### config.mk
export PLATFORM = sky130hd
export DESIGN_NAME = sram_async_ctrl
export DESIGN_NICKNAME = d
export VERILOG_FILES = /design/src/rtl/asc_pkg.sv /design/src/rtl/asc_interval_ctr.sv /design/src/rtl/asc_release_guard.sv /design/src/rtl/asc_fsm.sv /design/src/rtl/sram_async_ctrl.sv
export SDC_FILE = /design/constraint.sdc
export NUM_CORES = 1
export LEC_CHECK = 0
export BUFFER_PORTS_ARGS = -buffer_cell sky130_fd_sc_hd__clkbuf_2
export CAP_MARGIN = 10
export CORE_MARGIN = 2
export CORE_UTILIZATION = 35
export CTS_CLUSTER_DIAMETER = 120
export DETAILED_ROUTE_END_ITERATION = 7
export PLACE_DENSITY = 0.62
export SYNTH_ARGS = -nofsm -noshare
export SYNTH_HDL_FRONTEND = slang
export SYNTH_HIERARCHICAL = 1
export SYNTH_SLANG_ARGS = --single-unit
### constraint.sdc
create_clock -name clk -period 2.3 [get_ports clk]
set_input_delay 0.46 -clock clk [delete_from_list [all_inputs] [get_ports clk]]
set_output_delay 0.46 -clock clk [all_outputs]
set_load 0.02 [all_outputs]
### src/rtl/asc_pkg.sv
package asc_pkg;

  typedef enum logic [2:0] {
    ST_IDLE   = 3'd0,
    ST_READ   = 3'd1,
    ST_WWAIT  = 3'd2,
    ST_WPULSE = 3'd3,
    ST_WHOLD  = 3'd4,
    ST_TURN   = 3'd5
  } asc_state_e;

  typedef struct packed {
    logic sel_n;
    logic sel;
    logic we_n;
    logic oe_n;
    logic dq_oe;
  } asc_pins_t;

  localparam asc_pins_t PINS_IDLE = '{sel_n: 1'b1, sel: 1'b0, we_n: 1'b1, oe_n: 1'b1, dq_oe: 1'b0};

  // Nanoseconds to clock cycles, rounded up, never below one.
  function automatic int ns_to_cyc(input int t_ns, input int clk_ps);
    int c;
    c = (t_ns * 1000 + clk_ps - 1) / clk_ps;
    if (c < 1) c = 1;
    return c;
  endfunction

  function automatic int max2(input int a, input int b);
    return (a > b) ? a : b;
  endfunction

endpackage

### src/rtl/asc_interval_ctr.sv
module asc_interval_ctr #(
  parameter int CNT_W = 5
) (
  input  logic             clk,
  input  logic             rst_n,
  input  logic             load,
  input  logic [CNT_W-1:0] load_val,
  output logic             done
);

  logic [CNT_W-1:0] cnt_q;
  logic [CNT_W-1:0] cnt_d;

  always_comb begin
    cnt_d = cnt_q;
    if (load) begin
      cnt_d = load_val;
    end else if (cnt_q != '0) begin
      cnt_d = cnt_q - CNT_W'(1);
    end
  end

  always_ff @(posedge clk or negedge rst_n) begin
    if (!rst_n) cnt_q <= '0;
    else        cnt_q <= cnt_d;
  end

  assign done = (cnt_q == '0);

  // a running window shrinks by exactly one per cycle
  a_r5_window_countdown: assert property (@(posedge clk) disable iff (!rst_n)
    (!load && cnt_q != '0) |=> (cnt_q == $past(cnt_q) - CNT_W'(1)));

endmodule

### src/rtl/asc_release_guard.sv
module asc_release_guard #(
  parameter int N_HZ  = 7,
  parameter int CNT_W = 5
) (
  input  logic clk,
  input  logic rst_n,
  input  logic dev_drive,
  output logic quiet
);

  localparam logic [CNT_W-1:0] HZ_LIM = CNT_W'(N_HZ);

  logic [CNT_W-1:0] gap_q;
  logic [CNT_W-1:0] gap_d;
  logic             gap_en;

  always_comb begin
    gap_en = dev_drive || (gap_q != HZ_LIM);
    gap_d  = dev_drive ? '0 : gap_q + CNT_W'(1);
  end

  always_ff @(posedge clk or negedge rst_n) begin
    if (!rst_n)      gap_q <= HZ_LIM;
    else if (gap_en) gap_q <= gap_d;
  end

  assign quiet = (gap_q == HZ_LIM);

  // the memory driving the bus always clears the quiet flag
  a_r7_drive_clears_quiet: assert property (@(posedge clk) disable iff (!rst_n)
    dev_drive |=> !quiet);

endmodule

### src/rtl/asc_fsm.sv
module asc_fsm
  import asc_pkg::*;
#(
  parameter int N_RD   = 18,
  parameter int N_WR   = 15,
  parameter int N_WREC = 3,
  parameter int N_TURN = 1,
  parameter int CNT_W  = 5
) (
  input  logic             clk,
  input  logic             rst_n,
  input  logic             req,
  input  logic             req_we,
  input  logic             quiet,
  input  logic             cnt_done,
  output asc_state_e       state_q,
  output asc_state_e       state_d,
  output logic             accept,
  output logic             cnt_load,
  output logic [CNT_W-1:0] cnt_val
);

  localparam logic [CNT_W-1:0] LD_RD   = CNT_W'(N_RD - 1);
  localparam logic [CNT_W-1:0] LD_WR   = CNT_W'(N_WR - 1);
  localparam logic [CNT_W-1:0] LD_WREC = CNT_W'(N_WREC - 1);
  localparam logic [CNT_W-1:0] LD_TURN = CNT_W'(N_TURN - 1);

  always_comb begin
    state_d  = state_q;
    accept   = 1'b0;
    cnt_load = 1'b0;
    cnt_val  = '0;
    case (state_q)
      ST_IDLE: begin
        if (req) begin
          accept = 1'b1;
          if (!req_we) begin
            state_d  = ST_READ;
            cnt_load = 1'b1;
            cnt_val  = LD_RD;
          end else if (quiet) begin
            state_d  = ST_WPULSE;
            cnt_load = 1'b1;
            cnt_val  = LD_WR;
          end else begin
            state_d  = ST_WWAIT;
          end
        end
      end
      ST_WWAIT: begin
        if (quiet) begin
          state_d  = ST_WPULSE;
          cnt_load = 1'b1;
          cnt_val  = LD_WR;
        end
      end
      ST_WPULSE: begin
        if (cnt_done) begin
          state_d  = ST_WHOLD;
          cnt_load = 1'b1;
          cnt_val  = LD_WREC;
        end
      end
      ST_WHOLD, ST_READ: begin
        if (cnt_done) begin
          state_d  = ST_TURN;
          cnt_load = 1'b1;
          cnt_val  = LD_TURN;
        end
      end
      ST_TURN: begin
        if (cnt_done) state_d = ST_IDLE;
      end
      default: state_d = ST_IDLE;
    endcase
  end

  always_ff @(posedge clk or negedge rst_n) begin
    if (!rst_n) state_q <= ST_IDLE;
    else        state_q <= state_d;
  end

  // the idle state is only ever reached through the turnaround state
  a_r8_turn_precedes_idle: assert property (@(posedge clk) disable iff (!rst_n)
    (state_q == ST_IDLE && $past(state_q) != ST_IDLE) |-> ($past(state_q) == ST_TURN));

endmodule

### src/rtl/sram_async_ctrl.sv
module sram_async_ctrl
  import asc_pkg::*;
#(
  parameter int ADDR_W   = 18,
  parameter int DATA_W   = 8,
  parameter int CLK_PS   = 4000,
  parameter int T_WC_NS  = 70,
  parameter int T_WP_NS  = 55,
  parameter int T_DW_NS  = 30,
  parameter int T_AW_NS  = 60,
  parameter int T_CW_NS  = 60,
  parameter int T_RC_NS  = 70,
  parameter int T_AA_NS  = 70,
  parameter int T_OE_NS  = 35,
  parameter int T_HZ_NS  = 25,
  parameter int TURN_CYC = 1
) (
  input  logic              clk,
  input  logic              rst_n,
  input  logic              host_req,
  input  logic              host_we,
  input  logic [ADDR_W-1:0] host_addr,
  input  logic [DATA_W-1:0] host_wdata,
  output logic              host_ready,
  output logic [DATA_W-1:0] host_rdata,
  output logic              host_rvalid,
  output logic              sram_cs_n,
  output logic              sram_cs,
  output logic              sram_we_n,
  output logic              sram_oe_n,
  output logic [ADDR_W-1:0] sram_addr,
  output logic [DATA_W-1:0] sram_dq_o,
  output logic              sram_dq_oe,
  input  logic [DATA_W-1:0] sram_dq_i
);

  localparam int N_WP   = ns_to_cyc(T_WP_NS, CLK_PS);
  localparam int N_WC   = ns_to_cyc(T_WC_NS, CLK_PS);
  localparam int N_DW   = ns_to_cyc(T_DW_NS, CLK_PS);
  localparam int N_AW   = ns_to_cyc(T_AW_NS, CLK_PS);
  localparam int N_CW   = ns_to_cyc(T_CW_NS, CLK_PS);
  localparam int N_RC   = ns_to_cyc(T_RC_NS, CLK_PS);
  localparam int N_AA   = ns_to_cyc(T_AA_NS, CLK_PS);
  localparam int N_OE   = ns_to_cyc(T_OE_NS, CLK_PS);
  localparam int N_HZ   = ns_to_cyc(T_HZ_NS, CLK_PS);
  localparam int N_WR   = max2(max2(N_WP, N_DW), max2(N_AW, N_CW));
  localparam int N_WREC = max2(N_WC - N_WR, 1);
  localparam int N_RD   = max2(max2(N_RC, N_AA), N_OE);
  localparam int N_TURN = max2(TURN_CYC, 1);
  localparam int N_MAX  = max2(max2(N_RD, N_WR), max2(max2(N_WREC, N_TURN), N_HZ));
  localparam int CNT_W  = $clog2(N_MAX + 2);

  // Reset: asserted at once, released on the clock
  logic rst_meta_q;
  logic rst_sync_n;

  always_ff @(posedge clk or negedge rst_n) begin
    if (!rst_n) begin
      rst_meta_q <= 1'b0;
      rst_sync_n <= 1'b0;
    end else begin
      rst_meta_q <= 1'b1;
      rst_sync_n <= rst_meta_q;
    end
  end

  asc_state_e       state_q;
  asc_state_e       state_d;
  logic             accept;
  logic             cnt_load;
  logic [CNT_W-1:0] cnt_val;
  logic             cnt_done;
  logic             quiet;
  asc_pins_t        pins_q;
  asc_pins_t        pins_d;
  logic             dev_drive;

  assign dev_drive = !pins_q.sel_n && pins_q.sel && !pins_q.oe_n && pins_q.we_n;

  asc_fsm #(
    .N_RD   (N_RD),
    .N_WR   (N_WR),
    .N_WREC (N_WREC),
    .N_TURN (N_TURN),
    .CNT_W  (CNT_W)
  ) u_fsm (
    .clk      (clk),
    .rst_n    (rst_sync_n),
    .req      (host_req),
    .req_we   (host_we),
    .quiet    (quiet),
    .cnt_done (cnt_done),
    .state_q  (state_q),
    .state_d  (state_d),
    .accept   (accept),
    .cnt_load (cnt_load),
    .cnt_val  (cnt_val)
  );

  asc_interval_ctr #(
    .CNT_W (CNT_W)
  ) u_window (
    .clk      (clk),
    .rst_n    (rst_sync_n),
    .load     (cnt_load),
    .load_val (cnt_val),
    .done     (cnt_done)
  );

  asc_release_guard #(
    .N_HZ  (N_HZ),
    .CNT_W (CNT_W)
  ) u_guard (
    .clk       (clk),
    .rst_n     (rst_sync_n),
    .dev_drive (dev_drive),
    .quiet     (quiet)
  );

  // Pin values follow the next state, so every pin leaves a flop
  always_comb begin
    pins_d = PINS_IDLE;
    case (state_d)
      ST_READ: begin
        pins_d.sel_n = 1'b0;
        pins_d.sel   = 1'b1;
        pins_d.oe_n  = 1'b0;
      end
      ST_WPULSE: begin
        pins_d.sel_n = 1'b0;
        pins_d.sel   = 1'b1;
        pins_d.we_n  = 1'b0;
        pins_d.dq_oe = 1'b1;
      end
      ST_WHOLD: begin
        pins_d.dq_oe = 1'b1;
      end
      default: ;
    endcase
  end

  always_ff @(posedge clk or negedge rst_sync_n) begin
    if (!rst_sync_n) pins_q <= PINS_IDLE;
    else             pins_q <= pins_d;
  end

  // Request fields, loaded only when a request is taken
  logic [ADDR_W-1:0] addr_q;
  logic [DATA_W-1:0] wdata_q;

  always_ff @(posedge clk or negedge rst_sync_n) begin
    if (!rst_sync_n) begin
      addr_q  <= '0;
      wdata_q <= '0;
    end else if (accept) begin
      addr_q  <= host_addr;
      wdata_q <= host_wdata;
    end
  end

  // Read capture at the last edge of the access window
  logic              rd_capture;
  logic [DATA_W-1:0] rdata_q;
  logic              rvalid_q;

  assign rd_capture = (state_q == ST_READ) && cnt_done;

  always_ff @(posedge clk or negedge rst_sync_n) begin
    if (!rst_sync_n)     rdata_q <= '0;
    else if (rd_capture) rdata_q <= sram_dq_i;
  end

  always_ff @(posedge clk or negedge rst_sync_n) begin
    if (!rst_sync_n) rvalid_q <= 1'b0;
    else             rvalid_q <= rd_capture;
  end

  assign host_ready  = (state_q == ST_IDLE);
  assign host_rdata  = rdata_q;
  assign host_rvalid = rvalid_q;
  assign sram_cs_n   = pins_q.sel_n;
  assign sram_cs     = pins_q.sel;
  assign sram_we_n   = pins_q.we_n;
  assign sram_oe_n   = pins_q.oe_n;
  assign sram_dq_oe  = pins_q.dq_oe;
  assign sram_addr   = addr_q;
  assign sram_dq_o   = wdata_q;

  // ---------------- assertion support counters ----------------
  localparam logic [CNT_W-1:0] HZ_SAT = CNT_W'(N_HZ);

  logic [CNT_W-1:0] we_lo_cnt;
  logic [CNT_W-1:0] oe_hi_cnt;

  always_ff @(posedge clk or negedge rst_sync_n) begin
    if (!rst_sync_n)           we_lo_cnt <= '0;
    else if (sram_we_n)        we_lo_cnt <= '0;
    else if (we_lo_cnt != '1)  we_lo_cnt <= we_lo_cnt + CNT_W'(1);
  end

  always_ff @(posedge clk or negedge rst_sync_n) begin
    if (!rst_sync_n)             oe_hi_cnt <= HZ_SAT;
    else if (!sram_oe_n)         oe_hi_cnt <= '0;
    else if (oe_hi_cnt < HZ_SAT) oe_hi_cnt <= oe_hi_cnt + CNT_W'(1);
  end

  // no controller drive while the memory output is enabled
  a_r6_no_drive_with_oe: assert property (@(posedge clk) disable iff (!rst_sync_n)
    sram_dq_oe |-> sram_oe_n);

  // write strobe only under both selects with outputs disabled
  a_r6_we_gated: assert property (@(posedge clk) disable iff (!rst_sync_n)
    !sram_we_n |-> (!sram_cs_n && sram_cs && sram_oe_n));

  // write strobe pulse is never shorter than the write-pulse minimum
  a_r3_we_width: assert property (@(posedge clk) disable iff (!rst_sync_n)
    $rose(sram_we_n) |-> (we_lo_cnt >= CNT_W'(N_WP)));

  // data drive starts only after output enable has been high long enough
  a_r7_release_gap: assert property (@(posedge clk) disable iff (!rst_sync_n)
    $rose(sram_dq_oe) |-> (oe_hi_cnt >= HZ_SAT));

  // read valid is a single-cycle pulse
  a_r5_rvalid_single: assert property (@(posedge clk) disable iff (!rst_sync_n)
    host_rvalid |=> !host_rvalid);

  // read valid follows a cycle with the memory output enabled
  a_r5_rvalid_after_oe: assert property (@(posedge clk) disable iff (!rst_sync_n)
    host_rvalid |-> $past(!sram_oe_n && !sram_cs_n));

  // an idle controller releases every memory pin
  a_r8_idle_released: assert property (@(posedge clk) disable iff (!rst_sync_n)
    host_ready |-> (sram_cs_n && !sram_cs && sram_we_n && sram_oe_n && !sram_dq_oe));

  // the address stays fixed while an operation runs
  a_r9_addr_hold: assert property (@(posedge clk) disable iff (!rst_sync_n)
    (!host_ready && $past(!host_ready)) |-> $stable(sram_addr));

endmodule

==> results by group <==
Finish
  • Multi-input logic area: slightly below 900 µm²
  • Area Growth Syn to Fin: 25.6%
  • Most common cell after layout, fill and taps aside: clkbuf_2
  • Post-Layout Inst Area: about 2900 µm²
  • Diodes inserted: 0
  • Final non-filler cell total: approximately 330
  • Commonest cells after routing, fill and taps aside: clkbuf_2 (78), dfrtp_1 (48), mux2_2 (27)
  • Register Area: 1390 µm²
  • Filler cells: about 590
  • Layout cells sized above 1: 0.567
  • Fin util: 0.459
  • Layout Nets: approximately 290

Placed design
  • # placed instances: 320
  • Final GP Congestion: 0.757
  • Final HPWL DP: approximately 3.1 mm
  • Port Buffers: 78
  • Pre-CTS setup slack: 0.177 ns
  • DP Area: roughly 2800 µm²

Synth
  • Synth Net Count: just over 200
  • Top_reg_cell synth: dfrtp_1
  • Yosys warns: 6
  • Syn Area/Cell: ~14 µm²
  • Post-synth EDFFs: 0
  • Synthesized flop and latch total: 55
  • Syn Inst Count: around 170
  • Cell area after synthesis: between 2000 and 2500 µm²
  • Yosys cell types: 40
  • Seq/Total Area, Yosys: 0.590
  • Post-synth ARST share: 1.00

Clocking
  • Post-CTS setup buffers: 0
  • Clk sink count: 55
  • CTS H-tree lvls: 2
  • Clk slew on worst S/H paths: 0.09 ns
  • Root Buffer Master: clkbuf_8
  • CTS tree: done
  • Worst-Skew Late Latency: ~0.3 ns
  • CTS buffer count: 5
  • Max Root-Sink Buffers: 2

Floorplanning
  • Core area: between 6000 and 7000 µm²
  • Die Ht: ~86 µm
  • Site row count: 29
  • IO Count: 79
  • Initial core utilization: 0.365
  • Die Span X: between 80 and 90 µm
  • Die ar.: 7370 µm²

GRT
  • Vias in the first global route: between 1500 and 2000
  • Gr usage total: 0.122
  • Grt total ovfl: 0
  • Initial antenna violation count: 0
  • Wire length of the first global-routing pass: about 7.0 mm
  • Pin count of the biggest net entering global routing: 32

STA
  • Final Skew: 0.00705 ns
  • Final Hold Viols: 0
  • Setup TNS: 0 ns
  • Max-slew headroom: 0.538
  • Fin crit share: 0.907
  • RSZ-0062 raised after global routing: false
  • Setup WS post-layout: 0.214 ns
  • Hold Worst Slack: ~0.31 ns
  • Peak Freq: ~480 MHz
  • Max-slew violations: 0
  • Tightest Pin Transition: between 0.6 and 0.7 ns
  • # setup viols final: 0
  • Post-layout min period: about 2.1 ns

Routing
  • DR WL/cell: 13.2 µm
  • Via count: roughly 1600
  • Via/cell ratio: about 4.7
  • Starting DRC count in detailed routing: 82
  • Drt total wl: 4.34 mm
  • Post-route DRC violation count: 8
  • First-pass DRT Iterations: 6
  • Routed Antenna Nets: 0

Pwr
  • Pwr/cell area: about 1500 nW/µm²
  • Maximum vdd drop: just under 0.0007 V
  • Lkg Pwr: 1.44 nW
  • Power after layout: ~4.4 mW

Critical path
  • Critical path's slowest cell: dfrtp_1
  • FF-to-FF End: sram_dq_oe
  • CP cell instances: inv_1, ha_1, nor4b_4, buf_4, a21oi_1, o21ai_0, o311ai_1, nor2b_1, a22o_1
  • Flop-to-flop setup slack: 0.21 ns
  • Crit start category: flip-flop
  • Worst path max stage delay: approximately 0.4 ns
  • Worst r2r src: u_window/cnt_q[0]
  • CP required: approximately 2.5 ns
  • Critical path data arrival time: around 2.3 ns
  • Reg2reg path depth: 9
  • Setup CP Type: flip-flop to flip-flop
  • Crit Path Max Fanout: 5
  • Crit. End Element: flip-flop

Run status
  • Failing checks: DRC
  • Status: complete, but fails checks

Min path
  • Hold Path Class: flip-flop to async pin

Job
  • Total of max-cap violations: 0
-- Yosys cell counts (all sizes together) (2+ instances only) --
master  instances  area share
dfrtp          49        0.52
nor3            4      0.0085
mux2           36        0.19
xor2            3       0.011
inv             7       0.011
mux2i           2      0.0085
nand2           7       0.011
o31ai           3      0.0096
nor2            9       0.014
ha              2       0.011
and4bb          2       0.012
nand2b          2      0.0085
xnor2           3       0.011
dfstp           6       0.067
o21ai           5       0.012
nand3           2      0.0043
nor2b           2      0.0053
buf             8       0.027
nor4b           2       0.017
-- final cells by class --
cell class | count | share of cell area
Clock buffer | 8 | 0.0340
Inverter | 7 | 0.00892
Multi-Input combinational cell | 95 | 0.298
Sequential cell | 55 | 0.470
Tap cell | 77 | 0.0327
Timing Repair Buffer | 87 | 0.156
-- flip-flops by register name (all words and copies together) (netlist names) --
name / cells
host_rvalid: 1
u_fsm/state_q: 3
sram_cs: 1
sram_oe_n: 1
u_guard/gap_q: 5
u_window/cnt_q: 5
sram_dq_o: 8
sram_cs_n: 1
host_rdata: 8
sram_we_n: 1
sram_addr: 18
rst_meta_q: 1
sram_dq_oe: 1
rst_sync_n: 1
-- layer usage --
metal,track usage,share of wire
met3,0.0298,0.059
met1,0.146,0.44
met2,0.212,0.50
met4,0.0476,0.0078
met5,0,0
-- worst max-delay path by stage --
stage	start	endpoint	depth (start not counted)
2_1_floorplan	u_window/cnt_q[0]	sram_dq_oe	7
3_3_place_gp	u_window/cnt_q[0]	sram_dq_oe	9
3_5_place_dp	u_window/cnt_q[0]	sram_dq_oe	9
4_1_cts	u_window/cnt_q[0]	sram_dq_oe	9
5_1_grt	u_window/cnt_q[0]	sram_dq_oe	9
6_report	u_window/cnt_q[0]	sram_dq_oe	9
-- worst max-delay path: cells and delay by family, from the launching register on --
kind	cells	cell delay, ns
flops	1	0.39
buf+inv	2	0.27
compound gates	4	0.66
fa+ha+maj	1	0.22
simple gates	2	0.44
-- where the power goes --
part | switching, mW | internal, mW | total, mW
logic | 1.08 | 0.984 | 2.06
clock network | 0.289 | 0.275 | 0.564
registers | 0.342 | 1.47 | 1.81
-- repair_timing --
action | 4_1_cts | 5_1_grt
gates resized for setup | 0 | 1
hold buffers | 1 | 0
endpoints found under the setup margin | 0 | 4
hold endpoints to repair | 2 | 0
-- logic make-up (layout without fill, tap and decap cells) --
family,after synthesis,count (layout),synth area share
XOR/XNOR,6,6,0.0224
other,1,1,0.00160
multiplexers,38,38,0.196
adder cells (fa/ha/maj),2,2,0.0107
flip-flops,55,55,0.590
AO/OA/AOI/OAI,16,16,0.0501
buffers and inverters,16,102,0.0395
AND/OR/NAND/NOR,32,32,0.0901
Note: power is estimated with default switching activity, not from simulation.
